$ cat config.mk
export PLATFORM = sky130hd
export DESIGN_NAME = irq_agg_ctrl
export DESIGN_NICKNAME = d
export VERILOG_FILES = /design/src/rtl/irq_agg_pkg.sv /design/src/rtl/irq_sticky_bank.sv /design/src/rtl/irq_rw_field.sv /design/src/rtl/irq_pin_drive.sv /design/src/rtl/irq_agg_ctrl.sv
export SDC_FILE = /design/constraint.sdc
export NUM_CORES = 1
export LEC_CHECK = 0
export BUFFER_PORTS_ARGS = -buffer_cell sky130_fd_sc_hd__buf_2
export CAP_MARGIN = 10
export CORE_ASPECT_RATIO = 1.1
export CORE_UTILIZATION = 48
export CTS_CLUSTER_SIZE = 40
export DETAILED_ROUTE_END_ITERATION = 8
export PLACE_DENSITY = 0.82
export SLEW_MARGIN = 20
export SYNTH_ARGS = -nofsm -noshare
export SYNTH_HDL_FRONTEND = slang
export SYNTH_SLANG_ARGS = --single-unit
export TNS_END_PERCENT = 1
$ cat constraint.sdc
create_clock -name clk -period 2.15 [get_ports clk]
set_input_delay 0.43 -clock clk [delete_from_list [all_inputs] [get_ports clk]]
set_output_delay 0.43 -clock clk [all_outputs]
set_load 0.02 [all_outputs]
$ cat src/rtl/irq_agg_pkg.sv
package irq_agg_pkg;
  localparam int DW = 32;
  localparam int AW = 5;

  // top-level bit positions (shared by status and enable)
  localparam int TOP_TS_BIT  = 29;
  localparam int TOP_FAB_BIT = 28;

  // configuration bits
  localparam int CFG_EN_BIT  = 8;
  localparam int CFG_POL_BIT = 0;

  // timestamp register: enables sit above the status bits
  localparam int TS_EN_LSB = 16;

  // middle-tier bit positions
  localparam int MID_BM   = 0;
  localparam int MID_SE   = 1;
  localparam int MID_MAC0 = 2;

  localparam logic [AW-1:0] A_TOP_STAT = 5'd0;
  localparam logic [AW-1:0] A_TOP_EN   = 5'd1;
  localparam logic [AW-1:0] A_CFG      = 5'd2;
  localparam logic [AW-1:0] A_TS       = 5'd3;
  localparam logic [AW-1:0] A_MID_PEND = 5'd4;
  localparam logic [AW-1:0] A_MID_MASK = 5'd5;
  localparam logic [AW-1:0] A_BM_PEND  = 5'd6;
  localparam logic [AW-1:0] A_BM_MASK  = 5'd7;
  localparam logic [AW-1:0] A_SE_PEND  = 5'd8;
  localparam logic [AW-1:0] A_SE_MASK  = 5'd9;
  localparam int            A_MAC_BASE = 16;

  function automatic logic [AW-1:0] mac_pend_addr(input int p);
    return AW'(A_MAC_BASE + 2 * p);
  endfunction

  function automatic logic [AW-1:0] mac_mask_addr(input int p);
    return AW'(A_MAC_BASE + 2 * p + 1);
  endfunction
endpackage

$ cat src/rtl/irq_sticky_bank.sv
module irq_sticky_bank #(
  parameter int W = 1
) (
  input  logic         clk,
  input  logic         rst_n,
  input  logic [W-1:0] set_i,
  input  logic [W-1:0] clr_i,
  output logic [W-1:0] stat_o
);
  // sticky status; a set in the same cycle as a clear wins
  always_ff @(posedge clk or negedge rst_n) begin
    if (!rst_n) stat_o <= '0;
    else        stat_o <= (stat_o & ~clr_i) | set_i;
  end
endmodule

$ cat src/rtl/irq_rw_field.sv
module irq_rw_field #(
  parameter int W = 1
) (
  input  logic         clk,
  input  logic         rst_n,
  input  logic         we_i,
  input  logic [W-1:0] d_i,
  output logic [W-1:0] q_o
);
  always_ff @(posedge clk or negedge rst_n) begin
    if (!rst_n)    q_o <= '0;
    else if (we_i) q_o <= d_i;
  end
endmodule

$ cat src/rtl/irq_pin_drive.sv
module irq_pin_drive (
  input  logic clk,
  input  logic rst_n,
  input  logic req_i,
  input  logic en_i,
  input  logic pol_i,
  output logic irq_o
);
  // reset level matches the active-low default polarity (deasserted = 1)
  always_ff @(posedge clk or negedge rst_n) begin
    if (!rst_n) irq_o <= 1'b1;
    else        irq_o <= (req_i && en_i) ? pol_i : ~pol_i;
  end
endmodule

$ cat src/rtl/irq_agg_ctrl.sv
module irq_agg_ctrl
  import irq_agg_pkg::*;
#(
  parameter int N_PORTS = 3,
  parameter int N_GPIO  = 2,
  parameter int BM_W    = 2,
  parameter int SE_W    = 1,
  localparam int TS_W   = 2 * N_PORTS + N_GPIO + 1
) (
  input  logic            clk,
  input  logic            rst_n,
  input  logic            reg_we,
  input  logic [AW-1:0]   reg_addr,
  input  logic [DW-1:0]   reg_wdata,
  output logic [DW-1:0]   reg_rdata,
  input  logic [TS_W-1:0] ts_evt_i,
  input  logic [BM_W-1:0] bm_evt_i,
  input  logic [SE_W-1:0] se_evt_i,
  output logic            irq_o
);
  localparam int MID_W = MID_MAC0 + N_PORTS;

  // write decode
  logic we_top_en, we_cfg, we_ts, we_mid_mask;
  logic we_bm_pend, we_bm_mask, we_se_pend, we_se_mask;
  assign we_top_en   = reg_we && (reg_addr == A_TOP_EN);
  assign we_cfg      = reg_we && (reg_addr == A_CFG);
  assign we_ts       = reg_we && (reg_addr == A_TS);
  assign we_mid_mask = reg_we && (reg_addr == A_MID_MASK);
  assign we_bm_pend  = reg_we && (reg_addr == A_BM_PEND);
  assign we_bm_mask  = reg_we && (reg_addr == A_BM_MASK);
  assign we_se_pend  = reg_we && (reg_addr == A_SE_PEND);
  assign we_se_mask  = reg_we && (reg_addr == A_SE_MASK);

  // timestamp group: combined status/enable register
  logic [TS_W-1:0] ts_stat, ts_en;
  irq_sticky_bank #(.W(TS_W)) u_ts_stat (
    .clk(clk), .rst_n(rst_n), .set_i(ts_evt_i),
    .clr_i(we_ts ? reg_wdata[TS_W-1:0] : '0), .stat_o(ts_stat)
  );
  irq_rw_field #(.W(TS_W)) u_ts_en (
    .clk(clk), .rst_n(rst_n), .we_i(we_ts),
    .d_i(reg_wdata[TS_EN_LSB +: TS_W]), .q_o(ts_en)
  );

  // fabric leaf tier: buffer manager
  logic [BM_W-1:0] bm_pend, bm_mask;
  irq_sticky_bank #(.W(BM_W)) u_bm_pend (
    .clk(clk), .rst_n(rst_n), .set_i(bm_evt_i),
    .clr_i(we_bm_pend ? reg_wdata[BM_W-1:0] : '0), .stat_o(bm_pend)
  );
  irq_rw_field #(.W(BM_W)) u_bm_mask (
    .clk(clk), .rst_n(rst_n), .we_i(we_bm_mask),
    .d_i(reg_wdata[BM_W-1:0]), .q_o(bm_mask)
  );

  // fabric leaf tier: switch engine
  logic [SE_W-1:0] se_pend, se_mask;
  irq_sticky_bank #(.W(SE_W)) u_se_pend (
    .clk(clk), .rst_n(rst_n), .set_i(se_evt_i),
    .clr_i(we_se_pend ? reg_wdata[SE_W-1:0] : '0), .stat_o(se_pend)
  );
  irq_rw_field #(.W(SE_W)) u_se_mask (
    .clk(clk), .rst_n(rst_n), .we_i(we_se_mask),
    .d_i(reg_wdata[SE_W-1:0]), .q_o(se_mask)
  );

  // fabric leaf tier: port MACs (mask storage only, no sources)
  logic [N_PORTS-1:0] mac_mask;
  logic [MID_W-1:0]   mid_pend, mid_mask;
  for (genvar p = 0; p < N_PORTS; p++) begin : g_mac
    irq_rw_field #(.W(1)) u_mac_mask (
      .clk(clk), .rst_n(rst_n),
      .we_i(reg_we && (reg_addr == mac_mask_addr(p))),
      .d_i(reg_wdata[0]), .q_o(mac_mask[p])
    );
    assign mid_pend[MID_MAC0 + p] = 1'b0;
  end

  // middle tier, derived from enabled leaves
  assign mid_pend[MID_BM] = |(bm_pend & bm_mask);
  assign mid_pend[MID_SE] = |(se_pend & se_mask);
  irq_rw_field #(.W(MID_W)) u_mid_mask (
    .clk(clk), .rst_n(rst_n), .we_i(we_mid_mask),
    .d_i(reg_wdata[MID_W-1:0]), .q_o(mid_mask)
  );

  // top tier
  logic ts_grp, fab_grp;
  logic [1:0] top_en; // [1] timestamp, [0] fabric
  assign ts_grp  = |(ts_stat & ts_en);
  assign fab_grp = |(mid_pend & mid_mask);
  irq_rw_field #(.W(2)) u_top_en (
    .clk(clk), .rst_n(rst_n), .we_i(we_top_en),
    .d_i({reg_wdata[TOP_TS_BIT], reg_wdata[TOP_FAB_BIT]}), .q_o(top_en)
  );

  // configuration: {pin enable, polarity}
  logic [1:0] cfg_q;
  logic cfg_irq_en, cfg_pol;
  irq_rw_field #(.W(2)) u_cfg (
    .clk(clk), .rst_n(rst_n), .we_i(we_cfg),
    .d_i({reg_wdata[CFG_EN_BIT], reg_wdata[CFG_POL_BIT]}), .q_o(cfg_q)
  );
  assign cfg_irq_en = cfg_q[1];
  assign cfg_pol    = cfg_q[0];

  logic irq_req;
  assign irq_req = (ts_grp && top_en[1]) || (fab_grp && top_en[0]);

  irq_pin_drive u_pin (
    .clk(clk), .rst_n(rst_n), .req_i(irq_req),
    .en_i(cfg_irq_en), .pol_i(cfg_pol), .irq_o(irq_o)
  );

  // read mux
  always_comb begin
    reg_rdata = '0;
    case (reg_addr)
      A_TOP_STAT: begin
        reg_rdata[TOP_TS_BIT]  = ts_grp;
        reg_rdata[TOP_FAB_BIT] = fab_grp;
      end
      A_TOP_EN: begin
        reg_rdata[TOP_TS_BIT]  = top_en[1];
        reg_rdata[TOP_FAB_BIT] = top_en[0];
      end
      A_CFG: begin
        reg_rdata[CFG_EN_BIT]  = cfg_irq_en;
        reg_rdata[CFG_POL_BIT] = cfg_pol;
      end
      A_TS: begin
        reg_rdata[TS_W-1:0]           = ts_stat;
        reg_rdata[TS_EN_LSB +: TS_W]  = ts_en;
      end
      A_MID_PEND: reg_rdata[MID_W-1:0] = mid_pend;
      A_MID_MASK: reg_rdata[MID_W-1:0] = mid_mask;
      A_BM_PEND:  reg_rdata[BM_W-1:0]  = bm_pend;
      A_BM_MASK:  reg_rdata[BM_W-1:0]  = bm_mask;
      A_SE_PEND:  reg_rdata[SE_W-1:0]  = se_pend;
      A_SE_MASK:  reg_rdata[SE_W-1:0]  = se_mask;
      default: begin
        for (int p = 0; p < N_PORTS; p++) begin
          if (reg_addr == mac_mask_addr(p)) reg_rdata[0] = mac_mask[p];
        end
      end
    endcase
  end
endmodule

==> Flow_metrics.wiki <==
{| class="wikitable"
! Metric !! Value
|-
| Async S/R FF share, synth || 100%
|-
| Antenna-violating nets left || 0
|-
| RR Endpoint || u_pin.irq_o$_DFF_PN1_
|-
| Effective utilization at floorplan || 50.9%
|-
| Clock tree from TritonCTS || built
|-
| DRT Pass-1 Iters || 4
|-
| Type of the worst setup path || flip-flop to output port
|-
| Layout area overhead || 25.6%
|-
| Number of inserted filler cells in the final layout || 329
|-
| 1st-iter DRT viols || 69
|-
| Fraction of layout instances using a drive strength above 1 || 44.5%
|-
| Worst path cell trace || a222oi_1, and3_1, nand3_1, o211a_1, buf_6
|-
| Total number of yosys warnings || 0
|-
| Final slew viol count || 0
|-
| Sequential share of the synthesized area || 45.3%
|-
| Vias || 1676
|-
| Final RePlAce weighted congestion || around 0.88
|-
| Combined area of all synthesized cells || approximately 2000 um^2
|-
| Critical Path RT || 1720 ps
|-
| Critical Path End || reg_rdata[29]
|-
| Unrepaired setup endpoints after global routing || yes
|-
| Diodes inserted || 0
|-
| Syn avg cell area || between 10 and 15 um^2
|-
| Cell leakage power || 0.00124 uW
|-
| Clk pin slew, worst setup/hold paths || approximately 70 ps
|-
| Startpoint of the most critical setup path || u_ts_en.q_o[4]$_DFFE_PN0N_
|-
| Synth Flop Type || sky130_fd_sc_hd__dfrtp_1
|-
| Outcome || finished, final reports clean
|-
| Detailed-route wire length || 4520 um
|-
| Floorplan die height || 70.5 um
|-
| Cell Rows || 24
|-
| Top Layer Used || met4
|-
| Reg2Reg Depth || 4
|-
| Post-synthesis sequential element count || 37
|-
| Arrival time at the worst endpoint || 1720 ps
|-
| Worst hold path class || input port to asynchronous set/reset pin
|-
| Delay contributed by the slowest stage of the critical path || 380 ps
|-
| Worst reg-to-reg setup slack || slightly above 600 ps
|-
| Setup violators final || 0
|-
| Post-DP HPWL || ~3300 um
|-
| Max VDD drop || 0.536 mV
|-
| Library cell contributing the largest single delay on the critical path || sky130_fd_sc_hd__dfrtp_1
|-
| Detailed-routing wirelength on met1 || 1940 um
|-
| Number of antenna violations at the first check in global routing || 0
|-
| Worst Tran Pin Value || 804 ps
|-
| Power density over the cells || around 690 nW/um^2
|-
| Root Driver || sky130_fd_sc_hd__clkbuf_8
|-
| Count of unresolved DRC violations after routing || 0
|-
| Kind of start point of the critical path || flip-flop
|-
| Normalized max-slew margin || 46.4%
|-
| Maximum number of pins on one net before global-route repair || 38
|-
| Die outline area || 4530 um^2
|-
| WL met3 || 212 um
|-
| Worst clock skew on the final layout || roughly 7 ps
|-
| Longest Clk Path Bufs || 2
|-
| Tcrit/Tclk final || 99.8%
|-
| Horiz. Die Dim || 64.3 um
|-
| Most frequent cells in the layout || 59 x sky130_fd_sc_hd__buf_2, 36 x sky130_fd_sc_hd__dfrtp_1, 23 x sky130_fd_sc_hd__mux2_2, 17 x sky130_fd_sc_hd__buf_4
|-
| Placed cell count || 304
|-
| Ports || 85
|-
| Met2 WL || 2270 um
|-
| Number of H-tree levels || 2
|-
| Mapped Cells || 188
|-
| Average routed wire per standard cell || approximately 14 um
|-
| Worst-case setup slack after placement || between 20 and 30 ps
|-
| Filler-free cell count of the finished design || 315
|-
| Number of enable flip-flop cells after synthesis || 0
|-
| Kind of end point of the critical path || output port
|-
| GRT Resource Usage Total || 21.2%
|-
| Residual overflow from global routing || 0
|-
| Clk_lat worst skew || ~300 ps
|-
| Avg Vias per Cell || ~5.3
|-
| Maximum frequency from static timing analysis || 466 MHz
|-
| Via count of the first global-routing pass || between 1500 and 2000
|-
| Most common library cell in the layout ignoring fill and taps || sky130_fd_sc_hd__buf_2
|-
| Total of buffers placed on input and output ports || 60
|-
| Post-layout utilization of the core || a little under two thirds
|-
| Area occupied by registers || 927 um^2
|-
| Maximum fanout encountered on the critical timing path || 3
|-
| Post-route worst hold slack || 221 ps
|-
| Placeable core region || 4020 um^2
|-
| Number of nets in the layout || 314
|-
| Period minus WS final || 2150 ps
|-
| Setup slack after layout || 3.91 ps
|-
| Total CTS buffers || 5
|-
| Area of the multi-input gates || 1020 um^2
|-
| Number of max-cap violations || 0
|-
| Number of different library cells in the post-synthesis netlist || 40
|-
| Final count of hold timing violations || 0
|-
| FF-to-FF Start || u_ts_en.q_o[4]$_DFFE_PN0N_
|-
| Sink Count || 37
|-
| Wire length of the first global-routing pass || about 7300 um
|}
==> area by class of cell <==
type | count | area share [%]
clock inverters | 1 | 0.340
well taps | 52 | 2.53
inverters | 5 | 0.730
clock buffers | 7 | 3.75
flip-flops and latches | 37 | 36.0
repair buffers | 77 | 16.9
multi-input cells | 136 | 39.7
==> flip-flops by register name, summed over array words and instances (netlist names), 2 cells and up <==
register / cells
u_ts_en.q_o: 9
u_bm_pend.stat_o: 2
u_top_en.q_o: 2
g_mac.u_mac_mask.q_o: 3
u_mid_mask.q_o: 5
u_ts_stat.stat_o: 9
u_bm_mask.q_o: 2
u_cfg.q_o: 2
==> what timing repair did <==
action                                  4_1_cts  5_1_grt
setup buffers                                 1        2
endpoints found under the setup margin        1        2
hold buffers                                  0        0
gates resized for setup                       0        5
pin swaps                                     2        4
==> worst min path at each step <==
stage	start	to	slack [ps]	depth (start not counted)
finish	rst_n	u_se_mask.q_o$_DFFE_PN0P_	220	1
global placement	u_ts_stat.stat_o[5]$_DFF_PN0_	u_ts_stat.stat_o[5]$_DFF_PN0_	480	1
floorplan	rst_n	g_mac[0].u_mac_mask.q_o$_DFFE_PN0P_	130	0
CTS	rst_n	u_ts_stat.stat_o[3]$_DFF_PN0_	250	1
detailed placement	u_ts_stat.stat_o[6]$_DFF_PN0_	u_ts_stat.stat_o[6]$_DFF_PN0_	490	1
global route	rst_n	u_se_mask.q_o$_DFFE_PN0P_	300	1
==> routing by layer <==
layer | vias to the layer above | GRT usage (%)
met5 | - | 0
met4 | 0 | 6.67
met3 | 14 | 5.23
met2 | 59 | 35.2
met1 | 800 | 27.2
li1 | 803 | -
==> through the flow <==
stage | area (um^2) | total power, uW | setup TNS (ps)
3_5_place_dp | 2420 | 1230 | 0
5_1_grt | 2570 | 1860 | -75.2
2_1_floorplan | 2090 | 1110 | 0
4_1_cts | 2540 | 1780 | 0
6_report | 2570 | 1780 | 0
3_3_place_gp | 2420 | 1210 | 0
==> kinds of logic (layout without fill, tap and decap cells) <==
| family | Yosys count | count (layout) | share of synthesized area [%] |
|---|---|---|---|
| AND/OR/NAND/NOR | 60 | 60 | 18.3 |
| flip-flops | 37 | 37 | 45.3 |
| AO/OA/AOI/OAI | 36 | 36 | 13.6 |
| multiplexers | 28 | 28 | 15.1 |
| buffers and inverters | 26 | 90 | 7.57 |
| other | 1 | 12 | 0.183 |
==> cells in the mapped netlist, drive strengths merged (2+ instances only) <==
library cell,number,area share (%)
clkbuf,4,0.79
mux2,23,13
o22ai,4,1.2
o21ai,2,0.49
o211a,2,0.98
and2,13,4.0
and3,2,0.61
nand2,14,2.9
dfrtp,36,44
nand3,12,2.9
buf,17,5.9
a22oi,5,1.8
a22o,4,1.7
mux2i,5,2.4
nor4,3,2.4
nor2,7,1.3
nand2b,3,1.6
inv,5,0.92
a21o,11,4.0
==> report_power, final <==
group / total [uW] / leakage [uW] / internal [uW] / switching (uW)
combinational: 355 / 0.000765 / 176 / 179
clock: 552 / 0.0000549 / 296 / 256
sequential: 869 / 0.000421 / 799 / 69.5
==> worst max-delay path, delay by kind of cell, from the launching register on <==
family	cells	cell delay, ps
AND/OR/NAND/NOR	2	370
flip-flops	1	380
buffers and inverters	1	140
AO/OA/AOI/OAI	2	540
(Power assumes the default switching activity.)
